--- src/rtl/sdadc_pkg.sv ---
package sdadc_pkg;

    localparam logic [2:0] ADR_MODE = 3'd1;
    localparam logic [2:0] ADR_CONF = 3'd2;
    localparam logic [2:0] ADR_DATA = 3'd3;
    localparam logic [2:0] ADR_ID   = 3'd4;

    localparam logic [2:0] OP_SINGLE = 3'd1;
    localparam logic [2:0] OP_IDLE   = 3'd2;
    localparam logic [2:0] OP_CAL_Z  = 3'd4;
    localparam logic [2:0] OP_CAL_F  = 3'd5;

    localparam int          CH_LSB   = 8;
    localparam int          CH_W     = 11;
    localparam logic [9:0]  RATE_DEF = 10'd480;

    typedef enum logic [3:0] {
        ST_OFF, ST_RST, ST_RWAIT, ST_ID, ST_MODE0, ST_CONF0,
        ST_CCONF, ST_CMODE, ST_CWAIT, ST_READY,
        ST_RCONF, ST_RMODE, ST_RWAITC, ST_RREAD, ST_RESP
    } seq_state_t;

    typedef enum logic [1:0] {
        ERR_NONE = 2'd0,
        ERR_RATE = 2'd1,
        ERR_TMO  = 2'd2
    } rsp_err_t;

    typedef struct packed {
        logic [31:0] word;
        logic [5:0]  nbits;
    } frame_t;

    function automatic logic [7:0] cmd_byte(input logic rd, input logic [2:0] adr);
        return {1'b0, rd, adr, 3'b000};
    endfunction

    function automatic logic [23:0] mode_word(input logic [2:0] op,
                                              input logic [1:0] csrc,
                                              input logic [9:0] rate);
        return {op, 1'b0, csrc, 8'h00, rate};
    endfunction

    function automatic logic [23:0] conf_with_chan(input logic [23:0] base,
                                                   input logic [CH_W-1:0] chans);
        logic [23:0] r;
        r = base;
        r[CH_LSB +: CH_W] = chans;
        return r;
    endfunction

endpackage

--- src/rtl/sdadc_shifter.sv ---
module sdadc_shifter
    import sdadc_pkg::*;
#(
    parameter int DIV = 4
) (
    input  logic        clk,
    input  logic        rst,
    input  logic        go,
    input  frame_t      frame_i,
    input  logic        miso_i,
    output logic        sclk_o,
    output logic        mosi_o,
    output logic        busy_o,
    output logic        done_o,
    output logic [31:0] rx_o
);
    localparam int DIV_W = $clog2(DIV + 1);

    logic [DIV_W-1:0] div_q;
    logic [31:0]      sh_q;
    logic [5:0]       len_q, bit_q;
    logic             tick;

    assign tick = busy_o && (div_q == DIV_W'(DIV - 1));

    always_ff @(posedge clk) begin
        if (rst) begin
            div_q  <= '0;
            sh_q   <= '1;
            len_q  <= '0;
            bit_q  <= '0;
            sclk_o <= 1'b1;
            mosi_o <= 1'b1;
            busy_o <= 1'b0;
            done_o <= 1'b0;
            rx_o   <= '0;
        end else begin
            done_o <= 1'b0;
            if (go && !busy_o) begin
                busy_o <= 1'b1;
                sh_q   <= frame_i.word;
                len_q  <= frame_i.nbits;
                bit_q  <= '0;
                div_q  <= '0;
                sclk_o <= 1'b1;
            end else if (busy_o) begin
                div_q <= tick ? '0 : div_q + 1'b1;
                if (tick) begin
                    if (sclk_o) begin
                        sclk_o <= 1'b0;
                        mosi_o <= sh_q[31];
                        sh_q   <= {sh_q[30:0], 1'b1};
                    end else begin
                        sclk_o <= 1'b1;
                        rx_o   <= {rx_o[30:0], miso_i};
                        if (bit_q == len_q - 6'd1) begin
                            busy_o <= 1'b0;
                            done_o <= 1'b1;
                        end else begin
                            bit_q <= bit_q + 6'd1;
                        end
                    end
                end
            end
        end
    end

    AST_MOSI_ON_FALL: assert property (@(posedge clk) disable iff (rst)
        !$stable(mosi_o) |-> $fell(sclk_o));

endmodule

--- src/rtl/sdadc_rdy_wait.sv ---
module sdadc_rdy_wait #(
    parameter int TIMEOUT = 1000
) (
    input  logic clk,
    input  logic rst,
    input  logic arm,
    input  logic miso_s,
    output logic hit_o,
    output logic tmo_o
);
    localparam int CNT_W = $clog2(TIMEOUT + 1);

    logic [CNT_W-1:0] cnt_q;
    logic             wait_q, prev_q;

    always_ff @(posedge clk) begin
        if (rst) begin
            cnt_q  <= '0;
            wait_q <= 1'b0;
            prev_q <= 1'b1;
            hit_o  <= 1'b0;
            tmo_o  <= 1'b0;
        end else begin
            hit_o  <= 1'b0;
            tmo_o  <= 1'b0;
            prev_q <= miso_s;
            if (arm) begin
                wait_q <= 1'b1;
                cnt_q  <= '0;
            end else if (wait_q) begin
                if (prev_q && !miso_s) begin
                    hit_o  <= 1'b1;
                    wait_q <= 1'b0;
                end else if (cnt_q == CNT_W'(TIMEOUT - 1)) begin
                    tmo_o  <= 1'b1;
                    wait_q <= 1'b0;
                end else begin
                    cnt_q <= cnt_q + 1'b1;
                end
            end
        end
    end

    AST_TMO_ONLY_WAITING: assert property (@(posedge clk) disable iff (rst)
        tmo_o |-> $past(wait_q) && !hit_o);

endmodule

--- src/rtl/sdadc_seq.sv ---
module sdadc_seq
    import sdadc_pkg::*;
#(
    parameter int          CLK_DIV    = 4,
    parameter int          RESET_WAIT = 25000,
    parameter int          TIMEOUT    = 1000000,
    parameter logic [3:0]  EXP_ID     = 4'h0,
    parameter logic [1:0]  CLK_SRC    = 2'd2,
    parameter logic [23:0] CONF_BASE  = 24'h000008
) (
    input  logic        clk,
    input  logic        rst,
    input  logic        start_i,
    output logic        busy_o,
    output logic        id_warn_o,
    input  logic        req_valid_i,
    output logic        req_ready_o,
    input  logic [2:0]  req_chan_i,
    input  logic [11:0] req_rate_i,
    output logic        rsp_valid_o,
    output logic [23:0] rsp_data_o,
    output logic [1:0]  rsp_err_o,
    output logic        sclk_o,
    output logic        cs_n_o,
    output logic        mosi_o,
    input  logic        miso_i
);
    localparam int WAIT_W = $clog2(RESET_WAIT + 1);

    seq_state_t        state_q;
    frame_t            fr;
    logic              is_frame, issued_q, fr_go, fr_busy, fr_done;
    logic [31:0]       fr_rx;
    logic              arm_q, hit, tmo;
    logic [1:0]        miso_sync;
    logic [WAIT_W-1:0] wcnt_q;
    logic [2:0]        cal_q, chan_q;
    logic [9:0]        rate_q;
    logic              rate_ok;
    rsp_err_t          err_q;

    assign rate_ok     = (req_rate_i[11:10] == 2'b00) && (req_rate_i[9:0] != 10'd0);
    assign req_ready_o = (state_q == ST_READY);
    assign busy_o      = (state_q != ST_OFF) && (state_q != ST_READY);
    assign cs_n_o      = (state_q == ST_OFF) || (state_q == ST_READY) || (state_q == ST_RESP);
    assign rsp_valid_o = (state_q == ST_RESP);
    assign rsp_err_o   = err_q;

    always_comb begin
        is_frame = 1'b1;
        fr.nbits = 6'd32;
        fr.word  = 32'h0;
        case (state_q)
            ST_RST:   fr = '{word: 32'hFFFF_FFFF, nbits: 6'd48};
            ST_ID:    fr = '{word: {cmd_byte(1'b1, ADR_ID), 24'h0}, nbits: 6'd16};
            ST_MODE0: fr.word = {cmd_byte(1'b0, ADR_MODE), mode_word(OP_IDLE, CLK_SRC, RATE_DEF)};
            ST_CONF0: fr.word = {cmd_byte(1'b0, ADR_CONF), conf_with_chan(CONF_BASE, '0)};
            ST_CCONF: fr.word = {cmd_byte(1'b0, ADR_CONF),
                                 conf_with_chan(CONF_BASE, CH_W'(1) << (3'd4 + {1'b0, cal_q[2:1]}))};
            ST_CMODE: fr.word = {cmd_byte(1'b0, ADR_MODE),
                                 mode_word(cal_q[0] ? OP_CAL_F : OP_CAL_Z, CLK_SRC, rate_q)};
            ST_RCONF: fr.word = {cmd_byte(1'b0, ADR_CONF), conf_with_chan(CONF_BASE, CH_W'(1) << chan_q)};
            ST_RMODE: fr.word = {cmd_byte(1'b0, ADR_MODE), mode_word(OP_SINGLE, CLK_SRC, rate_q)};
            ST_RREAD: fr.word = {cmd_byte(1'b1, ADR_DATA), 24'h0};
            default:  is_frame = 1'b0;
        endcase
    end

    always_ff @(posedge clk) begin
        if (rst) miso_sync <= 2'b11;
        else     miso_sync <= {miso_sync[0], miso_i};
    end

    always_ff @(posedge clk) begin
        if (rst) begin
            state_q   <= ST_OFF;
            issued_q  <= 1'b0;
            fr_go     <= 1'b0;
            arm_q     <= 1'b0;
            wcnt_q    <= '0;
            cal_q     <= '0;
            chan_q    <= '0;
            rate_q    <= RATE_DEF;
            rsp_data_o <= '0;
            err_q     <= ERR_NONE;
            id_warn_o <= 1'b0;
        end else begin
            fr_go <= 1'b0;
            arm_q <= 1'b0;
            if (is_frame) begin
                if (!issued_q) begin
                    fr_go    <= 1'b1;
                    issued_q <= 1'b1;
                end else if (fr_done) begin
                    issued_q <= 1'b0;
                    case (state_q)
                        ST_RST:   begin state_q <= ST_RWAIT; wcnt_q <= '0; end
                        ST_ID:    begin
                            id_warn_o <= (fr_rx[3:0] != EXP_ID);
                            state_q   <= ST_MODE0;
                        end
                        ST_MODE0: state_q <= ST_CONF0;
                        ST_CONF0: begin state_q <= ST_CCONF; cal_q <= '0; end
                        ST_CCONF: state_q <= ST_CMODE;
                        ST_CMODE: begin state_q <= ST_CWAIT; arm_q <= 1'b1; end
                        ST_RCONF: state_q <= ST_RMODE;
                        ST_RMODE: begin state_q <= ST_RWAITC; arm_q <= 1'b1; end
                        default: begin
                            rsp_data_o <= fr_rx[23:0];
                            err_q      <= ERR_NONE;
                            state_q    <= ST_RESP;
                        end
                    endcase
                end
            end else begin
                case (state_q)
                    ST_OFF:   if (start_i) state_q <= ST_RST;
                    ST_RWAIT: begin
                        if (wcnt_q == WAIT_W'(RESET_WAIT - 1)) state_q <= ST_ID;
                        else wcnt_q <= wcnt_q + 1'b1;
                    end
                    ST_CWAIT: if (hit || tmo) begin
                        if (cal_q == 3'd7) state_q <= ST_READY;
                        else begin
                            cal_q   <= cal_q + 3'd1;
                            state_q <= ST_CCONF;
                        end
                    end
                    ST_READY: if (req_valid_i) begin
                        chan_q <= req_chan_i;
                        if (rate_ok) begin
                            rate_q  <= req_rate_i[9:0];
                            state_q <= ST_RCONF;
                        end else begin
                            rsp_data_o <= '0;
                            err_q      <= ERR_RATE;
                            state_q    <= ST_RESP;
                        end
                    end
                    ST_RWAITC: begin
                        if (hit) state_q <= ST_RREAD;
                        else if (tmo) begin
                            rsp_data_o <= '0;
                            err_q      <= ERR_TMO;
                            state_q    <= ST_RESP;
                        end
                    end
                    default: state_q <= ST_READY;
                endcase
            end
        end
    end

    sdadc_shifter #(.DIV(CLK_DIV)) i_shift (
        .clk(clk), .rst(rst), .go(fr_go), .frame_i(fr), .miso_i(miso_sync[1]),
        .sclk_o(sclk_o), .mosi_o(mosi_o), .busy_o(fr_busy), .done_o(fr_done), .rx_o(fr_rx)
    );

    sdadc_rdy_wait #(.TIMEOUT(TIMEOUT)) i_wait (
        .clk(clk), .rst(rst), .arm(arm_q), .miso_s(miso_sync[1]), .hit_o(hit), .tmo_o(tmo)
    );

    AST_SCLK_NEEDS_CS: assert property (@(posedge clk) disable iff (rst)
        !sclk_o |-> !cs_n_o);
    AST_RSP_PULSE: assert property (@(posedge clk) disable iff (rst)
        rsp_valid_o |=> !rsp_valid_o);
    AST_OK_RATE: assert property (@(posedge clk) disable iff (rst)
        (rsp_valid_o && rsp_err_o == ERR_NONE) |-> (rate_q != 10'd0));
    AST_RATE_NO_FRAME: assert property (@(posedge clk) disable iff (rst)
        (rsp_valid_o && rsp_err_o == ERR_RATE) |-> $past(state_q == ST_READY));
    AST_GO_WHEN_IDLE: assert property (@(posedge clk) disable iff (rst)
        fr_go |-> !fr_busy);

endmodule

--- config.mk ---
export PLATFORM = sky130hd
export DESIGN_NAME = sdadc_seq
export DESIGN_NICKNAME = d
export VERILOG_FILES = /design/src/rtl/sdadc_pkg.sv /design/src/rtl/sdadc_shifter.sv /design/src/rtl/sdadc_rdy_wait.sv /design/src/rtl/sdadc_seq.sv
export SDC_FILE = /design/constraint.sdc
export NUM_CORES = 1
export LEC_CHECK = 0
export BUFFER_PORTS_ARGS = -buffer_cell sky130_fd_sc_hd__buf_4
export CAP_MARGIN = 20
export CORE_MARGIN = 1.5
export CORE_UTILIZATION = 60
export DETAILED_ROUTE_END_ITERATION = 7
export GPL_ROUTABILITY_DRIVEN = 0
export GPL_TIMING_DRIVEN = 0
export PLACE_DENSITY = 0.79
export RECOVER_POWER = 100
export SLEW_MARGIN = 20
export SYNTH_ARGS = -nofsm -noshare
export SYNTH_HDL_FRONTEND = slang
export SYNTH_SLANG_ARGS = --single-unit
--- constraint.sdc ---
create_clock -name clk -period 2.89 [get_ports clk]
set_input_delay 0.578 -clock clk [delete_from_list [all_inputs] [get_ports clk]]
set_output_delay 0.578 -clock clk [all_outputs]
set_load 0.005 [all_outputs]
==> Yosys cells after proc, flatten, opt, wreduce, memory -nomap -nowiden <==
Cells that the tools add are included.
{ "op_classes": {"n_addsub": 7, "n_eq_ne": 35, "shift": 2, "mux": 70, "bitwise_logic": 11, "n_reduce_logical": 45} }
{ "ops": {"columns": ["op", "n"], "rows": [
  ["$pmux 32 s9", 1],
  ["$mux 24", 8],
  ["$mux 32", 4],
  ["$mux 15", 6],
  ["$pmux 24 s2", 1],
  ["$mux 4", 10],
  ["$pmux 4 s8", 1],
  ["$eq 4x4->1 const B", 7],
  ["$mux 3", 9],
  ["$shl 1x3->11 const A", 2],
  ["$add 20x1->20 const B", 1],
  ["$eq 20x20->1 const B", 1],
  ["$pmux 4 s5", 1],
  ["$reduce_and 4->1", 5],
  ["$mux 1", 19],
  ["$eq 4x3->1 const B", 4],
  ["$mux 2", 8],
  ["$add 15x1->15 const B", 1],
  ["$eq 15x15->1 const B", 1],
  ["$ne 3x3->1 const B", 5],
  ["$pmux 6 s2", 1],
  ["$reduce_bool 2->1", 6],
  ["$not 1->1", 11],
  ["$reduce_bool 10->1", 1],
  ["other kinds (34)", 56]
]} }
{ "word_totals": {"ff_bits": 166, "inputBits": 20, "output_inout_bits": 33, "wordCells": 196} }

==> Depth between registers and ports, before layout <==
{ "depth": {"depth_word": 7, "ltp_mapped": 8} }

==> Cells and area by module <==
Synthesis repeated with hierarchy kept, for this count alone.
{ "unflattened": {"cells_unflattened": 1045, "area_unflattened_um2": 8252.9} }
{ "by_module_without_submodules": {"columns": ["mod", "instances", "cells_each", "area_each_um2"], "rows": [
  ["sdadc_shifter", 1, 465, 3555.9],
  ["sdadc_seq", 1, 454, 3529.6],
  ["sdadc_rdy_wait", 1, 126, 1167.4]
]} }

==> Worst setup path before layout <==
OpenSTA, ideal clock, no wires.
{ "synth_timing": {"kind": "input to register", "start": "input port req_rate_i[1]", "end": "register rate_q[0]", "setup_time_ps": 128, "t_arrival_ps": 1876, "path_slack_ps": 887, "cell_stages": 6, "n_path_buf": 1, "cell_sequence": "nor4_1 a311oi_1 nand3_1 buf_1 mux2i_1 nor2_1"} }
{ "synth_between": {"elab_chain_cells": 3} }
{ "synth_lines": {"columns": ["item", "line", "rtl"], "rows": [
  ["from (decl)", "sdadc_seq.sv:19", "input logic [11:0] req_rate_i,"],
  ["$reduce_bool 10->1", "sdadc_seq.sv:42", "assign rate_ok = (req_rate_i[11:10] == 2'b00) && (req_rate_i[9:0] != 10'd0);"],
  ["$logic_and 1x1->1", "sdadc_seq.sv:42", null],
  ["$reduce_and 4->1 (no source line)", null, null],
  ["to (signal assigned)", "sdadc_seq.sv:132", "rate_q <= req_rate_i[9:0];"],
  ["to (decl)", "sdadc_seq.sv:38", "logic [9:0] rate_q;"]
]} }
Every way passes these cells.
A chain may end at the register's enable or synchronous reset.

==> Worst setup path after layout <==
{ "layout_timing": {"start": "register state_q[2]", "end": "output port cs_n_o"} }
{ "layout_between": {"elab_chain_cells": 3, "word_cells_on_any_way": 5, "cone_classes": "eq/ne: 2; reduce/logical: 3"} }
{ "layout_lines": {"columns": ["item", "line", "rtl"], "rows": [
  ["from (decl)", "sdadc_seq.sv:30", "seq_state_t state_q;"],
  ["from (signal assigned)", "sdadc_seq.sv:76", "state_q <= ST_OFF;"],
  ["from (signal assigned)", "sdadc_seq.sv:97", "ST_RST: begin state_q <= ST_RWAIT; wcnt_q <= '0; end"],
  ["from (signal assigned)", "sdadc_seq.sv:100", "state_q <= ST_MODE0;"],
  ["$eq 4x4->1 / $logic_not 4->1 (equally long branches)", "sdadc_seq.sv:45", "assign cs_n_o = (state_q == ST_OFF) || (state_q == ST_READY) || (state_q == ST_RESP);"],
  ["$logic_or 1x1->1", "sdadc_seq.sv:45", null],
  ["$logic_or 1x1->1 (*)", "sdadc_seq.sv:45", null],
  ["to (decl)", "sdadc_seq.sv:24", "output logic cs_n_o,"]
]} }
Mark *: on every way between the ends. The rest lies on a longest branch, timed or not.

==> results.txt <==
----------------------------------------------------
[Global route]
  Total gr overflow ... 0
  Vias in the first global route ... 6517
  Total global routing track utilization ... 30.1%
  Maximum number of pins on one net before global-route repair ... 17
  Initial antenna violation count ... 0
  Wire length of the first global-routing pass ... roughly 31000 um

[Timing]
  Number of failing hold endpoints at the final stage ... 0
  Setup-violating endpoint count in the final report ... 0
  Min Clock Period, post-route ... about 2800 ps
  Total negative slack ... 0 ps
  Final Hold Slack ... around 350 ps
  Setup clock skew after layout ... 7.21 ps
  Pin slew with the least headroom to its limit ... roughly 970 ps
  Setup repair after global routing missed its margin ... false
  Upper clock frequency limit ... ~350 MHz
  Remaining max-slew budget at the tightest pin ... approximately 35%
  Max Slew Vio Count ... 0
  Fraction of the cycle the final worst path needs ... between 90% and 100%

[Die]
  X dimension of the die ... around 110 um
  Boundary Pins ... between 50 and 60
  Height of the chip ... about 110 um
  Placeable core area ... around 12000 um2
  Starting utilization of the core area ... 61.3%
  Die footprint ... 12900 um2
  Placement row count ... 40

[Logic synthesis]
  Fraction of synthesis flops using an asynchronous set or reset pin ... 0%
  Main flop type after synthesis ... dfxtp_1
  #FFs+latches synth ... 162
  Number of instances in the synthesized netlist ... about 880
  Post-synthesis area per instance ... between 8 and 9 um2
  Number of synthesized flops with an enable pin ... 0
  Post-synthesis instance area ... 7330 um2
  Synth cell types ... about 70
  Number of nets in the synthesized netlist ... between 900 and 1000
  Yosys Warn Count ... 0
  Fraction of the yosys area taken by sequential cells ... approximately 44%

[Drt]
  Top metal layer carrying routed signals ... met4
  Detailed-routing wirelength on met1 ... about 8000 um
  Post-route ant nets ... 0
  Starting DRC count in detailed routing ... 800
  Vias per cell ... ~6.3
  Remaining routing DRC violations ... 0
  Total vias in the final route ... approximately 6900
  Detail Route met3 WL ... about 1500 um
  Number of detailed-routing iterations run before antenna repair ... 6
  Met2 wire len ... just over 9000 um
  Total detailed-routing wirelength ... 19100 um
  Detail-routed net length per standard cell ... 17.2 um

[Clock network]
  Setup Fix Bufs, Post-CTS ... 0
  Clock tree from TritonCTS ... done
  Clock root buffer ... clkbuf_16
  Number of H-tree branching levels ... 4
  Hold-fix buffer count after cts ... 0
  Clock Tree Buf Depth ... 2
  Clock latency on the worst-skew pair ... ~430 ps
  CTS clk-pin slew, worst paths ... 60 ps
  Clock tree sinks ... around 160
  Post-cts resize count ... 0
  Cts bufs inserted ... 17

[Power]
  Maximum vdd ir drop ... slightly below 0.0005 V
  Power per cell area ... approximately 760 nW/um2
  Standby leakage power ... about 3.1 nW

[Setup path]
  Path depth of the worst reg2reg path ... 8
  Slowest cell delay on critical path ... around 460 ps
  Signal arrival time at the worst endpoint ... roughly 2300 ps
  Classification of the worst setup path ... reg -> out
  CP Max Fanout ... 10
  Crit. End Element ... output pin
  Crit-path slowest cell ... dfxtp_1
  Cell Chain, Critical Path ... buf_2 > clkbuf_1 > nand2_1 > o21ai_0 > buf_4
  CP Data Required Time ... approximately 2300 ps
  Element type at the critical path start ... flop

[Worst hold path]
  Hold Path Stages ... 2
  Worst hold path type ... in -> reg

[Placed design]
  Cell total after placement ... approximately 1100
  Detail Placement HPWL ... 13100 um
  Total of buffers placed on input and output ports ... 51
  Post-Place Cell Area ... around 7900 um2

[Layout]
  Signed area change from the synthesized netlist to the final layout ... 15.2%
  Fin area ... approximately 8400 um2
  Total number of nets in the final design ... about 1000
  Number of diodes added for antenna fixing ... 0
  Final cell count without fillers ... about 1100
  Fraction of final layout cells with drive strength greater than 1 ... between 10% and 20%
  Number of fill cells in the layout ... 952

[Outcome]
  Outcome ... completed

[Run]
  Number of max-capacitance violations reported ... 0

----------------------------------------------------
-- registers in the layout (all words and copies together), names as in the netlist, 2 cells and up --
| signal | flops |
|---|---|
| cal_q | 3 |
| chan_q | 3 |
| i_shift.bit_q | 6 |
| i_shift.div_q | 3 |
| i_shift.len_q | 2 |
| i_shift.rx_o | 24 |
| i_shift.sh_q | 32 |
| i_wait.cnt_q | 20 |
| miso_sync | 2 |
| rate_q | 10 |
| rsp_data_o | 24 |
| rsp_err_o | 2 |
| state_q | 4 |
| wcnt_q | 15 |
-- synth_stat cells, drive strengths merged, types with 8 or more instances --
cell,instances,area [um2]
nand2b,38,238
nor2b,10,62.6
nor4,12,75.1
o211ai,9,81.3
or4,8,63.8
and3,9,56.3
xnor2,12,105
buf,10,63.8
or2,13,81.3
inv,17,63.8
xor2,9,78.8
mux2i,18,180
dfxtp,162,3240
or3,9,56.3
clkbuf,45,169
nand4,10,62.6
o21ai,46,230
a31oi,11,68.8
a21oi,70,373
nand3,48,245
a211o,9,78.8
nor3,22,110
nor2,83,312
nand2,101,379
-- metrics by stage --
stage / power [mW] / setup WS [ps] / util, %
6_report: 6.41 / 60.6 / 70.6
2_1_floorplan: 3.73 / 887 / -
3_3_place_gp: 4.12 / 85.4 / 66.0
4_1_cts: 6.38 / 216 / 70.9
3_5_place_dp: 4.18 / -6.28 / 66.0
5_1_grt: 6.67 / 4.77 / 70.6
-- worst paths after layout --
check                    start       endpoint  slack [ps]
hold reg to reg   miso_sync[0]   miso_sync[1]         430
setup reg to reg    state_q[2]  rsp_data_o[0]         190
hold / removal          miso_i   miso_sync[0]         350
setup / recovery    state_q[2]         cs_n_o          60
-- where the power goes --
group	switching, mW	internal [mW]
sequential	0.134	2.42
clock	0.881	1.33
combinational	1.06	0.581
-- final cells by class --
class	count	area [um2]	share of cell area, %
clock buffers	22	474	5.61
well taps	147	184	2.18
inverters	17	63.8	0.755
clock inverters	8	105	1.24
multi-input cells	647	3790	44.9
repair buffers	51	357	4.22
plain buffers	55	233	2.75
flip-flops and latches	162	3240	38.4
-- cells in the final DEF, fill, tap and decap left out, drive strengths merged, types with 8 or more instances in the layout --
cell    count
a211o       9
a21oi      70
a31oi      11
and3        9
buf        23
clkbuf    105
dfxtp     162
inv        17
mux2i      18
nand2     101
nand2b     38
nand3      48
nand4      10
nor2       83
nor2b      10
nor3       22
nor4       12
o211ai      9
o21ai      46
or2        13
or3         9
or4         8
xnor2      12
xor2        9
-- cell families (layout without fill, tap and decap cells) --
family / Yosys count / after routing / share of synthesized area, %
and+or+nand+nor: 391 / 391 / 26.8
AOI/OAI and AO/OA: 209 / 209 / 18.6
DFF: 162 / 162 / 44.2
buffers and inverters: 72 / 153 / 4.04
xor gates and xnor gates: 21 / 21 / 2.51
muxes: 20 / 20 / 2.76
adders and majority gates: 6 / 6 / 1.02
-- critical path: cells and delay by family (launching register included) --
kind	cells	cell delay, ps
buf+inv	3	820
flops	1	460
compound gates	1	390
simple gates	1	160
-- per-layer routing --
| metal | GRT usage [%] | vias up |
|---|---|---|
| met1 | 38.3 | 3323 |
| li1 | - | 3269 |
| met5 | 0 | - |
| met3 | 8.29 | 54 |
| met2 | 48.7 | 297 |
| met4 | 11.7 | 0 |
(Power assumes the default switching activity.)
